===== config.mk =====
export PLATFORM = sky130hd
export DESIGN_NAME = dbg_trig_ctl
export DESIGN_NICKNAME = d
export VERILOG_FILES = /design/src/rtl/dbgt_pkg.sv /design/src/rtl/dbgt_cmp.sv /design/src/rtl/dbgt_ctl_reg.sv /design/src/rtl/dbgt_trace_buf.sv /design/src/rtl/dbgt_seq.sv /design/src/rtl/dbg_trig_ctl.sv
export SDC_FILE = /design/constraint.sdc
export NUM_CORES = 1
export LEC_CHECK = 0
export BUFFER_PORTS_ARGS = -buffer_cell sky130_fd_sc_hd__buf_2
export CORE_AREA = 2 2 142 144
export CTS_CLUSTER_DIAMETER = 80
export CTS_CLUSTER_SIZE = 14
export DETAILED_ROUTE_END_ITERATION = 10
export DIE_AREA = 0 0 144 146
export HOLD_SLACK_MARGIN = 0.1
export SYNTH_ARGS = -nofsm -noshare
export SYNTH_HDL_FRONTEND = slang
export SYNTH_SLANG_ARGS = --single-unit

===== constraint.sdc =====
create_clock -name clk -period 4.06 [get_ports clk]
set_clock_uncertainty 0.1 [all_clocks]
set_input_delay 0.203 -clock clk [delete_from_list [all_inputs] [get_ports clk]]
set_output_delay 0.203 -clock clk [all_outputs]
set_load 0.05 [all_outputs]

===== src/rtl/dbgt_pkg.sv =====
package dbgt_pkg;

  // Control word, bit 7 first; software decodes these positions.
  typedef struct packed {
    logic en;      // bit 7
    logic arm;     // bit 6
    logic tag;     // bit 5
    logic brk_en;  // bit 4
    logic rws_a;   // bit 3 : 1 read, 0 write
    logic rwq_a;   // bit 2 : direction qualifies comparator A
    logic rws_b;   // bit 1
    logic rwq_b;   // bit 0
  } dbgt_ctl_t;

  localparam int NCMP = 2;

endpackage


===== src/rtl/dbgt_cmp.sv =====
module dbgt_cmp #(
  parameter int AW = 16
) (
  input  logic          clk,
  input  logic          rst_n,
  input  logic          ref_we_i,
  input  logic [AW-1:0] ref_wdata_i,
  input  logic          valid_i,
  input  logic [AW-1:0] addr_i,
  input  logic          rd_i,
  input  logic          qual_en_i,
  input  logic          rd_sel_i,
  output logic          hit_o
);

  logic [AW-1:0] ref_q;
  logic [AW-1:0] ref_d;
  logic          dir_ok;

  always_comb begin
    ref_d = ref_wdata_i;
  end

  always_ff @(posedge clk or negedge rst_n) begin
    if (!rst_n) begin
      ref_q <= '0;
    end else if (ref_we_i) begin
      ref_q <= ref_d;
    end
  end

  always_comb begin
    dir_ok = ~qual_en_i | (rd_i == rd_sel_i);
    hit_o  = valid_i & (addr_i == ref_q) & dir_ok;
  end

endmodule


===== src/rtl/dbgt_ctl_reg.sv =====
module dbgt_ctl_reg
  import dbgt_pkg::*;
(
  input  logic       clk,
  input  logic       rst_n,
  input  logic       secure_i,
  input  logic       we_i,
  input  logic [7:0] wdata_i,
  input  logic       done_i,
  output dbgt_ctl_t  ctl_o,
  output logic       armf_o,
  output logic       armed_o,
  output logic       arm_start_o
);

  dbgt_ctl_t ctl_q, ctl_d;
  logic      armf_q, armf_d;
  logic      upd_en;
  logic      armed_now;

  assign armed_now = ctl_q.en & ctl_q.arm;

  always_comb begin
    ctl_d       = ctl_q;
    armf_d      = armf_q;
    arm_start_o = 1'b0;
    if (we_i) begin
      ctl_d       = dbgt_ctl_t'(wdata_i);
      ctl_d.en    = wdata_i[7] & ~secure_i;
      ctl_d.arm   = wdata_i[6] & ctl_d.en;
      armf_d      = ctl_d.arm;
      arm_start_o = ctl_d.arm & ~armed_now;
    end else if (done_i) begin
      ctl_d.arm = 1'b0;
      armf_d    = 1'b0;
    end
  end

  assign upd_en = we_i | done_i;

  always_ff @(posedge clk or negedge rst_n) begin
    if (!rst_n) begin
      ctl_q  <= '0;
      armf_q <= 1'b0;
    end else if (upd_en) begin
      ctl_q  <= ctl_d;
      armf_q <= armf_d;
    end
  end

  assign ctl_o   = ctl_q;
  assign armf_o  = armf_q;
  assign armed_o = armed_now;

endmodule


===== src/rtl/dbgt_trace_buf.sv =====
module dbgt_trace_buf #(
  parameter int DEPTH = 8,
  parameter int DW    = 16,
  localparam int PW   = (DEPTH > 1) ? $clog2(DEPTH) : 1,
  localparam int CW   = $clog2(DEPTH + 1)
) (
  input  logic          clk,
  input  logic          rst_n,
  input  logic          clr_i,
  input  logic          push_i,
  input  logic [DW-1:0] push_data_i,
  input  logic          pop_i,
  output logic [CW-1:0] count_o,
  output logic          empty_o,
  output logic [DW-1:0] head_o
);

  logic [DW-1:0] mem_q [DEPTH];
  logic [PW-1:0] wr_q, wr_d, rd_q, rd_d;
  logic [CW-1:0] cnt_q, cnt_d;
  logic          full, empty, do_push, do_pop, drop;

  function automatic logic [PW-1:0] ptr_inc(input logic [PW-1:0] p);
    return (p == PW'(DEPTH - 1)) ? '0 : p + PW'(1);
  endfunction

  assign full    = (cnt_q == CW'(DEPTH));
  assign empty   = (cnt_q == '0);
  assign do_push = push_i & ~clr_i;
  assign do_pop  = pop_i & ~empty & ~do_push & ~clr_i;
  assign drop    = do_push & full;

  always_comb begin
    wr_d  = wr_q;
    rd_d  = rd_q;
    cnt_d = cnt_q;
    if (clr_i) begin
      wr_d  = '0;
      rd_d  = '0;
      cnt_d = '0;
    end else begin
      if (do_push) begin
        wr_d = ptr_inc(wr_q);
      end
      if (do_pop || drop) begin
        rd_d = ptr_inc(rd_q);
      end
      if (do_push && !full) begin
        cnt_d = cnt_q + CW'(1);
      end else if (do_pop) begin
        cnt_d = cnt_q - CW'(1);
      end
    end
  end

  always_ff @(posedge clk or negedge rst_n) begin
    if (!rst_n) begin
      wr_q  <= '0;
      rd_q  <= '0;
      cnt_q <= '0;
    end else begin
      wr_q  <= wr_d;
      rd_q  <= rd_d;
      cnt_q <= cnt_d;
    end
  end

  always_ff @(posedge clk) begin
    if (do_push) begin
      mem_q[wr_q] <= push_data_i;
    end
  end

  assign count_o = cnt_q;
  assign empty_o = empty;
  assign head_o  = mem_q[rd_q];

endmodule


===== src/rtl/dbgt_seq.sv =====
module dbgt_seq #(
  parameter int DEPTH = 8,
  localparam int CW   = $clog2(DEPTH + 1)
) (
  input  logic          clk,
  input  logic          rst_n,
  input  logic          armed_i,
  input  logic          arm_start_i,
  input  logic          ctl_we_i,
  input  logic          end_mode_i,
  input  logic          bus_valid_i,
  input  logic          hit_i,
  input  logic [CW-1:0] trc_count_i,
  input  logic          brk_en_i,
  input  logic          tag_i,
  output logic          push_o,
  output logic          done_o,
  output logic          brk_req_o,
  output logic          brk_tag_o
);

  logic cap_ok;
  logic trig_q, trig_d;
  logic brk_req_q, brk_req_d;
  logic brk_tag_q, brk_tag_d;
  logic last_slot;

  assign cap_ok    = armed_i & bus_valid_i & ~ctl_we_i;
  assign last_slot = (int'(trc_count_i) >= DEPTH - 1);

  always_comb begin
    if (end_mode_i) begin
      push_o = cap_ok;
      done_o = cap_ok & hit_i;
    end else begin
      push_o = cap_ok & (trig_q | hit_i);
      done_o = push_o & last_slot;
    end
  end

  always_comb begin
    trig_d = trig_q;
    if (arm_start_i) begin
      trig_d = 1'b0;
    end else if (cap_ok && hit_i) begin
      trig_d = 1'b1;
    end
    brk_req_d = done_o & brk_en_i;
    brk_tag_d = done_o & brk_en_i & tag_i;
  end

  always_ff @(posedge clk or negedge rst_n) begin
    if (!rst_n) begin
      trig_q    <= 1'b0;
      brk_req_q <= 1'b0;
      brk_tag_q <= 1'b0;
    end else begin
      trig_q    <= trig_d;
      brk_req_q <= brk_req_d;
      brk_tag_q <= brk_tag_d;
    end
  end

  assign brk_req_o = brk_req_q;
  assign brk_tag_o = brk_tag_q;

endmodule


===== src/rtl/dbg_trig_ctl.sv =====
module dbg_trig_ctl
  import dbgt_pkg::*;
#(
  parameter int AW    = 16,
  parameter int DEPTH = 8
) (
  input  logic                         clk,
  input  logic                         rst_n,
  input  logic                         secure_i,
  input  logic                         ctl_we_i,
  input  logic [7:0]                   ctl_wdata_i,
  output logic [7:0]                   ctl_rdata_o,
  output logic                         armf_o,
  input  logic                         cmpa_we_i,
  input  logic [AW-1:0]                cmpa_wdata_i,
  input  logic                         cmpb_we_i,
  input  logic [AW-1:0]                cmpb_wdata_i,
  input  logic                         end_mode_i,
  input  logic                         bus_valid_i,
  input  logic [AW-1:0]                bus_addr_i,
  input  logic                         bus_rd_i,
  output logic                         brk_req_o,
  output logic                         brk_tag_o,
  input  logic                         trc_pop_i,
  output logic                         trc_empty_o,
  output logic [$clog2(DEPTH+1)-1:0]   trc_count_o,
  output logic [AW-1:0]                trc_data_o
);

  localparam int CW = $clog2(DEPTH + 1);

  dbgt_ctl_t       ctl;
  logic            armed, arm_start, done, push, pop, hit;
  logic [NCMP-1:0] cmp_we, cmp_qual, cmp_sel, cmp_hit;
  logic [AW-1:0]   cmp_wdata [NCMP];
  logic [CW-1:0]   cnt;

  dbgt_ctl_reg u_ctl (
    .clk         (clk),
    .rst_n       (rst_n),
    .secure_i    (secure_i),
    .we_i        (ctl_we_i),
    .wdata_i     (ctl_wdata_i),
    .done_i      (done),
    .ctl_o       (ctl),
    .armf_o      (armf_o),
    .armed_o     (armed),
    .arm_start_o (arm_start)
  );

  assign cmp_we       = {cmpb_we_i, cmpa_we_i};
  assign cmp_qual     = {ctl.rwq_b, ctl.rwq_a};
  assign cmp_sel      = {ctl.rws_b, ctl.rws_a};
  assign cmp_wdata[0] = cmpa_wdata_i;
  assign cmp_wdata[1] = cmpb_wdata_i;

  for (genvar gi = 0; gi < NCMP; gi++) begin : g_cmp
    dbgt_cmp #(.AW(AW)) u_cmp (
      .clk         (clk),
      .rst_n       (rst_n),
      .ref_we_i    (cmp_we[gi]),
      .ref_wdata_i (cmp_wdata[gi]),
      .valid_i     (bus_valid_i),
      .addr_i      (bus_addr_i),
      .rd_i        (bus_rd_i),
      .qual_en_i   (cmp_qual[gi]),
      .rd_sel_i    (cmp_sel[gi]),
      .hit_o       (cmp_hit[gi])
    );
  end

  assign hit = |cmp_hit;

  dbgt_seq #(.DEPTH(DEPTH)) u_seq (
    .clk         (clk),
    .rst_n       (rst_n),
    .armed_i     (armed),
    .arm_start_i (arm_start),
    .ctl_we_i    (ctl_we_i),
    .end_mode_i  (end_mode_i),
    .bus_valid_i (bus_valid_i),
    .hit_i       (hit),
    .trc_count_i (cnt),
    .brk_en_i    (ctl.brk_en),
    .tag_i       (ctl.tag),
    .push_o      (push),
    .done_o      (done),
    .brk_req_o   (brk_req_o),
    .brk_tag_o   (brk_tag_o)
  );

  assign pop = trc_pop_i & ~armed & ~ctl_we_i;

  dbgt_trace_buf #(.DEPTH(DEPTH), .DW(AW)) u_trc (
    .clk         (clk),
    .rst_n       (rst_n),
    .clr_i       (arm_start),
    .push_i      (push),
    .push_data_i (bus_addr_i),
    .pop_i       (pop),
    .count_o     (cnt),
    .empty_o     (trc_empty_o),
    .head_o      (trc_data_o)
  );

  assign ctl_rdata_o = ctl;
  assign trc_count_o = cnt;

endmodule


==> run metrics, run 1 <==
run status=finished clean; Setup TNS=0 ns; hold violation count in the final report=0; Required @ worst endpoint=4.24 ns; P_leak=3.544 nW; CP Capture Type=flop; mapped cell area=7621 µm²; Slew headroom=0.4266; Max-Cap Viols=0; final core utilization=0.4956; Root Buffer=clkbuf_16; Tmin final=3.467 ns; CTS sink cnt=181; crit path cell chain=dlygate4sd3_1, buf_2, xor2_1, nor4_1, nand3_1, o221ai_4, nand2_1, ha_1, a21o_1, a21oi_1, nor2_1, o221a_2, o21ai_0, o211ai_1; Ys Warns=0; synthesized area per cell=18.02 µm²; layout cells sized above 1=0.3960; critical path startpoint category=primary input; slowest CP cell=dlygate4sd3_1; H-tree depth=4; Clock Latency Late Sink=0.42 ns; Yosys cell types=44; total wire length=16500 µm; fmax=288.5 MHz; critical path type=in -> reg; layout overhead on the synthesized area=25.73%; Synthesized Nets=496; layout net count=657; Post-synth ARST share=0.2928; Peak VDD IR=0.0003558 V; Setup-failing EPs final=0; TritonCTS clock tree=yes; Max Transition Viols Final=0; Placer Congestion=0.7368; number of synthesized register bits=181; initial antenna violation count=0; commonest cells after routing, fill and taps aside=edfxtp_1, buf_2, dlygate4sd3_1; Starting Density=0.3942; EDFF count, synth=128; First-pass DRT Iterations=4; crit-path max cell delay=0.53 ns; crit-path max FO=10; largest net degree at the start of global routing=54; Synth Flop Type=edfxtp_1; top post-synthesis cells by area=edfxtp_1, dfrtp_1, mux4_2; starting DRC count in detailed routing=250; post_cts resized=0; total CTS buffers=17; setup bufs post-CTS=0; commonest non-fill, non-tap cell in the layout=edfxtp_1; hold crit path type=in -> reg; CTS Buffer Depth=2; number of global-route vias before repair=4688; hold buffers post-CTS=57; Reg clk slew, reported paths=0.07 ns; sequential area share after synthesis=0.6784; Worst-Margin Slew=0.8601 ns; core area=19330 µm²; Tot GR Track Use=0.1659; WP data arrival=3.65 ns; GR Overflow Total=0; Synth top area share=0.5044; drt wl/cell=19.17 µm; die width=144 µm; post-synth top area cell=edfxtp_1; first-pass GRT wire length=25770 µm; placement row count=51; crit share post-route=0.8539; Mapped Cells=423; number of remaining DRC errors=0; routed vias=4352; Post-DRT Antenna Nets=0; vias per cell=5.055; Vert. Die Dim=146 µm; I/O pin count=98; RSZ-0062 raised after global routing=no; diode count=0; port bufs=97; die area=21020 µm²; hpwl dp=10580 µm; P per Cell Area=575.4 nW/µm²
[per-stage QoR]
stage | hold WS [ns] | cells | worst slack [ns] | instance area (µm²) | total power (W)
after floorplan | -0.1926 | 423 | 0.2729 | 7621 | 0.003556
after global placement | 0.2665 | 773 | 1.000 | 8441 | 0.003910
after detailed placement | 0.2771 | 773 | 0.7348 | 8441 | 0.003943
after CTS | 0.1281 | 861 | 0.6507 | 9582 | 0.005583
after global routing | 0.1395 | 861 | 0.4740 | 9582 | 0.005762
final | 0.1421 | 861 | 0.5932 | 9582 | 0.005513
[Yosys cell counts, drive strengths merged, types with 3 or more instances]
| master | instances |
|---|---|
| nor4 | 8 |
| nand3 | 8 |
| mux4 | 32 |
| buf | 13 |
| nor3 | 5 |
| edfxtp | 128 |
| nor4b | 3 |
| inv | 7 |
| o32ai | 3 |
| nor2 | 4 |
| nand2 | 14 |
| mux2 | 56 |
| dfrtp | 53 |
| o21ai | 5 |
| nor3b | 6 |
| a21oi | 6 |
| xor2 | 31 |
| xnor2 | 4 |
| ha | 6 |
| clkbuf | 9 |
[per-layer routing]
metal  part of all wire  track usage  routed length, µm  vias up
li1                   -            -                  -     1979
met2               0.50       0.2752               8251      128
met4             0.0091      0.03971                150        0
met5                  0            0                  0        -
met3              0.056      0.04080                916        9
met1               0.44       0.2203               7183     2236
[logic make-up after synthesis]
| group | count (synthesis) | synth area share |
|---|---|---|
| compound gates | 28 | 0.03136 |
| xor+xnor | 35 | 0.04022 |
| fa+ha+maj | 7 | 0.01248 |
| buf+inv | 29 | 0.01839 |
| flops | 181 | 0.6784 |
| mux | 89 | 0.1786 |
| simple gates | 54 | 0.04055 |
[registers in the layout (all words and copies together) (netlist names)]
signal	flops
u_seq.brk_req_o	1
u_trc.mem_q	128
u_ctl.ctl_o	8
u_trc.rd_q	3
u_seq.trig_q	1
u_trc.wr_q	3
g_cmp.u_cmp.ref_q	32
u_seq.brk_tag_o	1
u_trc.count_o	4
[path summary, 6_finish.rpt]
path / start / to / slack [ns] / depth (start not counted)
worst max-delay path: bus_addr_i[8] / u_trc.count_o[3]$_DFFE_PN0P_ / 0.59 / 14
worst min-delay path: ctl_we_i / u_ctl.ctl_o[5]$_DFFE_PN0P_ / 0.14 / 2
worst max register to register: g_cmp[0].u_cmp.ref_q[8]$_DFFE_PN0P_ / u_trc.count_o[3]$_DFFE_PN0P_ / 0.71 / 12
worst min register to register: g_cmp[1].u_cmp.ref_q[4]$_DFFE_PN0P_ / g_cmp[1].u_cmp.ref_q[4]$_DFFE_PN0P_ / 0.43 / 1
max in group asynchronous: rst_n / u_trc.rd_q[0]$_DFFE_PN0P_ / 3.01 / 3
min in group asynchronous: rst_n / g_cmp[0].u_cmp.ref_q[7]$_DFFE_PN0P_ / 0.33 / 3
[critical path, delay by kind of cell]
family	cells	cell delay (ns)
xor gates and xnor gates	1	0.19
adders and majority gates	1	0.31
buffers and inverters	2	0.73
and+or+nand+nor	4	0.90
AOI/OAI and AO/OA	6	1.31
[power by group]
part	internal (W)	leakage [nW]	total [W]	switching, W
sequential	0.00206	1.79	0.00225	0.000190
clock	0.000954	0.277	0.00159	0.000641
combinational	0.000687	1.48	0.00167	0.000984
[layout make-up]
cell class                 count  area, µm²
tap                          265      331.6
clock inverter                12      137.6
sequential                   181       5172
clock buffer                  19      432.9
fill                        1636       9753
inverter                       7      26.28
multi-input combinational    213       2350
timing repair buffer         164       1131
(Power assumes the default switching activity.)
==> run 2, diff against run 1 <==
Settings changed: ABC_AREA from default to 1, CORE_AREA 2 2 142 144 to 2 2 144 146, DIE_AREA 0 0 144 146 to 0 0 146 148.
==> run 2 against run 1 <==
Against the previous run: flip-flop and latch count is the same; clock-buffer cell count is the same; final cell count grew 39%; critical endpoint is now u_trc.mem_q[1][1]$_DFFE_PP_; synthesized cell count grew 77%; clock power grew 3%.
==> run metrics, run 2 <==
setup bufs post-CTS=0 (unchanged); total CTS buffers=17 (unchanged); hold_sp=cmpb_we_i; routing usage on met3=0.03981 (-0.0009881); Synth top area share=0.4902 (-0.01416); largest net degree at the start of global routing=67 (+24%); reg2reg start=u_ctl.ctl_o[3]$_DFFE_PN0P_; total wire length=18460 µm (+12%); Required @ worst endpoint=4.09 ns (-0.15 ns); GRT Max-Usage Layer=met2; GR Overflow Total=0 (unchanged); hpwl dp=11560 µm (+9.2%); met1 usage=0.2347 (+0.01444); P per Cell Area=580.5 nW/µm² (+0.89%); vias per cell=4.822 (-4.6%); initial antenna violation count=0 (unchanged); Ys Warns=0 (unchanged); critical path startpoint category=primary input; mapped cell area=7841 µm² (+2.9%); layout cells sized above 1=0.1920 (-0.2040); Starting Density=0.3913 (-0.002867); Setup-failing EPs final=0 (unchanged); P_leak=4.073 nW (+15%); Worst R2R End=u_trc.mem_q[1][1]$_DFFE_PP_; Vert. Die Dim=148 µm (+1.4%); Largest register FFs=128 (unchanged); Worst-Margin Slew=0.8548 ns (-0.005275 ns); hold violation count in the final report=0 (unchanged); fmax=323.7 MHz (+12%); most instantiated library cell after synthesis=nor2_1; layout overhead on the synthesized area=26.42%; I/O pin count=98 (unchanged); Max-Cap Viols=0 (unchanged); Post-synth ARST share=0.2928 (unchanged); hold slack=0.1541 ns (+0.01198 ns); drt wl/cell=15.42 µm (-20%); RSZ-0062 raised after global routing=no; number of remaining DRC errors=0 (unchanged); R2R Setup Slk=1.18 ns (+0.47 ns); met2 GRT Util=0.2948 (+0.01957); crit-path max FO=11 (+1); Slew headroom=0.4280 (+0.001411); routed vias=5772 (+33%); Yosys cell types=29 (-34%); Setup TNS=0 ns (unchanged); Peak VDD IR=0.0003258 V (-8.4%); Placer Congestion=0.7666 (+4.0%); hold path depth=3 (+1); number of synthesized register bits=181 (unchanged); die width=146 µm (+1.4%); EDFF count, synth=128 (unchanged); Synthesized Nets=821 (+66%); crit share post-route=0.7609 (-0.09300); TritonCTS clock tree=yes; hold crit path type=in -> reg; Largest Register=u_trc.mem_q; core area=20040 µm² (+3.6%); Tmin final=3.089 ns (-0.3776 ns); Mapped Cells=748 (+77%); First-pass DRT Iterations=5 (+1); starting DRC count in detailed routing=383 (+53%); Hold Path End=g_cmp[1].u_cmp.ref_q[0]$_DFFE_PN0P_; CTS sink cnt=181 (unchanged); number of global-route vias before repair=5764 (+23%); post-synth top area cell=edfxtp_1; die area=21610 µm² (+2.8%); CTS Buffer Depth=2 (unchanged); Reg clk slew, reported paths=0.06 ns (about the same); Synth Flop Type=edfxtp_1; H-tree depth=4 (unchanged); sequential area share after synthesis=0.6593 (-0.01905); Post-DRT Antenna Nets=0 (unchanged); Clock Latency Late Sink=0.43 ns (about the same); Max Transition Viols Final=0 (unchanged); first-pass GRT wire length=29810 µm (+16%); synthesized area per cell=10.48 µm² (-42%); commonest non-fill, non-tap cell in the layout=nor2_1; Root Buffer=clkbuf_16; critical path type=in -> reg; Tot GR Track Use=0.1783 (+0.01249); WP data arrival=3.12 ns (-0.53 ns); CP Capture Type=flop; Reg2Reg Depth=14 (+2); fill count=1831 (+12%); run status=finished clean; top post-synthesis cells by area=edfxtp_1, dfrtp_1, nor2_1; Post-synth top cells=nor2_1, nand2_1, edfxtp_1; commonest cells after routing, fill and taps aside=nor2_1, nand2_1, edfxtp_1; port bufs=97 (unchanged); diode count=0 (unchanged); layout net count=987 (+50%); placement row count=52 (+2.0%)
-- run 2: area by class of cell --
type,count,area (µm²),share of cell area
Clock inverter,13,156.4,0.01578
Tap cell,270,337.8,0.03408
Clock buffer,19,432.9,0.04367
Timing Repair Buffer,184,1309,0.1320
Multi-Input combinational cell,468,2272,0.2292
Sequential cell,181,5171,0.5216
Inverter,62,234.0,0.02360
-- run 2: report_power, final --
part	switching (W)	internal, W	leakage (nW)
clock network	0.000678	0.000966	0.281
logic	0.00143	0.000547	1.99
registers	0.0000832	0.00205	1.80
total	0.00219	0.00357	4.07
-- run 2: critical path, cell delays in order --
cell and delay, ns:
dlygate4sd3_1 0.52, buf_2 0.24, inv_1 0.07, nand2_1 0.07
nand2_1 0.05, nor2_1 0.15, nand2_1 0.07, nor2_1 0.09
nand3_1 0.09, nand2_2 0.11, nand2_2 0.08, nand3_4 0.10
nand2_4 0.06, clkinv_2 0.10, nand2_1 0.11, nor2_1 0.67
buf_4 0.32
-- run 2: per-layer routing --
metal	wire, µm	share of wire
met5	0	0
met4	393	0.021
met3	740	0.040
met2	8720	0.47
met1	8604	0.47
-- run 2: worst max path at each step --
stage	start	to	slack [ns]	cells after the start
2_1_floorplan	u_ctl.ctl_o[6]$_DFFE_PN0N_	u_trc.mem_q[0][0]$_DFFE_PP_	1.37	6
3_3_place_gp	bus_addr_i[9]	u_trc.mem_q[1][1]$_DFFE_PP_	1.11	16
3_5_place_dp	bus_addr_i[6]	u_trc.mem_q[1][0]$_DFFE_PP_	1.05	16
4_1_cts	bus_addr_i[8]	u_trc.mem_q[1][15]$_DFFE_PP_	0.93	17
5_1_grt	bus_addr_i[7]	u_trc.mem_q[1][5]$_DFFE_PP_	0.70	17
6_report	bus_addr_i[8]	u_trc.mem_q[1][1]$_DFFE_PP_	0.97	17
-- run 2: what timing repair did --
action / CTS / global route
hold buffers: 68 / 0
resized for setup: 0 / 0
hold endpoints to repair: 221 / 0
-- run 2: kinds of logic (layout without fill, tap and decap cells) --
group,after synthesis,after routing,share of synthesized area
XOR/XNOR,11,11,0.01229
multiplexers,10,10,0.01436
buffers and inverters,99,278,0.05090
flip-flops,181,181,0.6593
AO/OA/AOI/OAI,138,138,0.09478
adder cells (fa/ha/maj),7,7,0.01213
AND/OR/NAND/NOR,302,302,0.1562
-- run 2: per-stage QoR --
stage               setup slack, ns  cells  total power [W]  utilization  area [µm²]
global placement              1.114   1097         0.004103       0.4313        8643
CTS                          0.9276   1197         0.005797       0.4947        9913
global route                 0.7042   1197         0.006061       0.4947        9913
detailed placement            1.046   1097         0.004112       0.4313        8643
floorplan                     1.368    748         0.003579            -        7841
finish                       0.9708   1197         0.005755       0.4947        9913
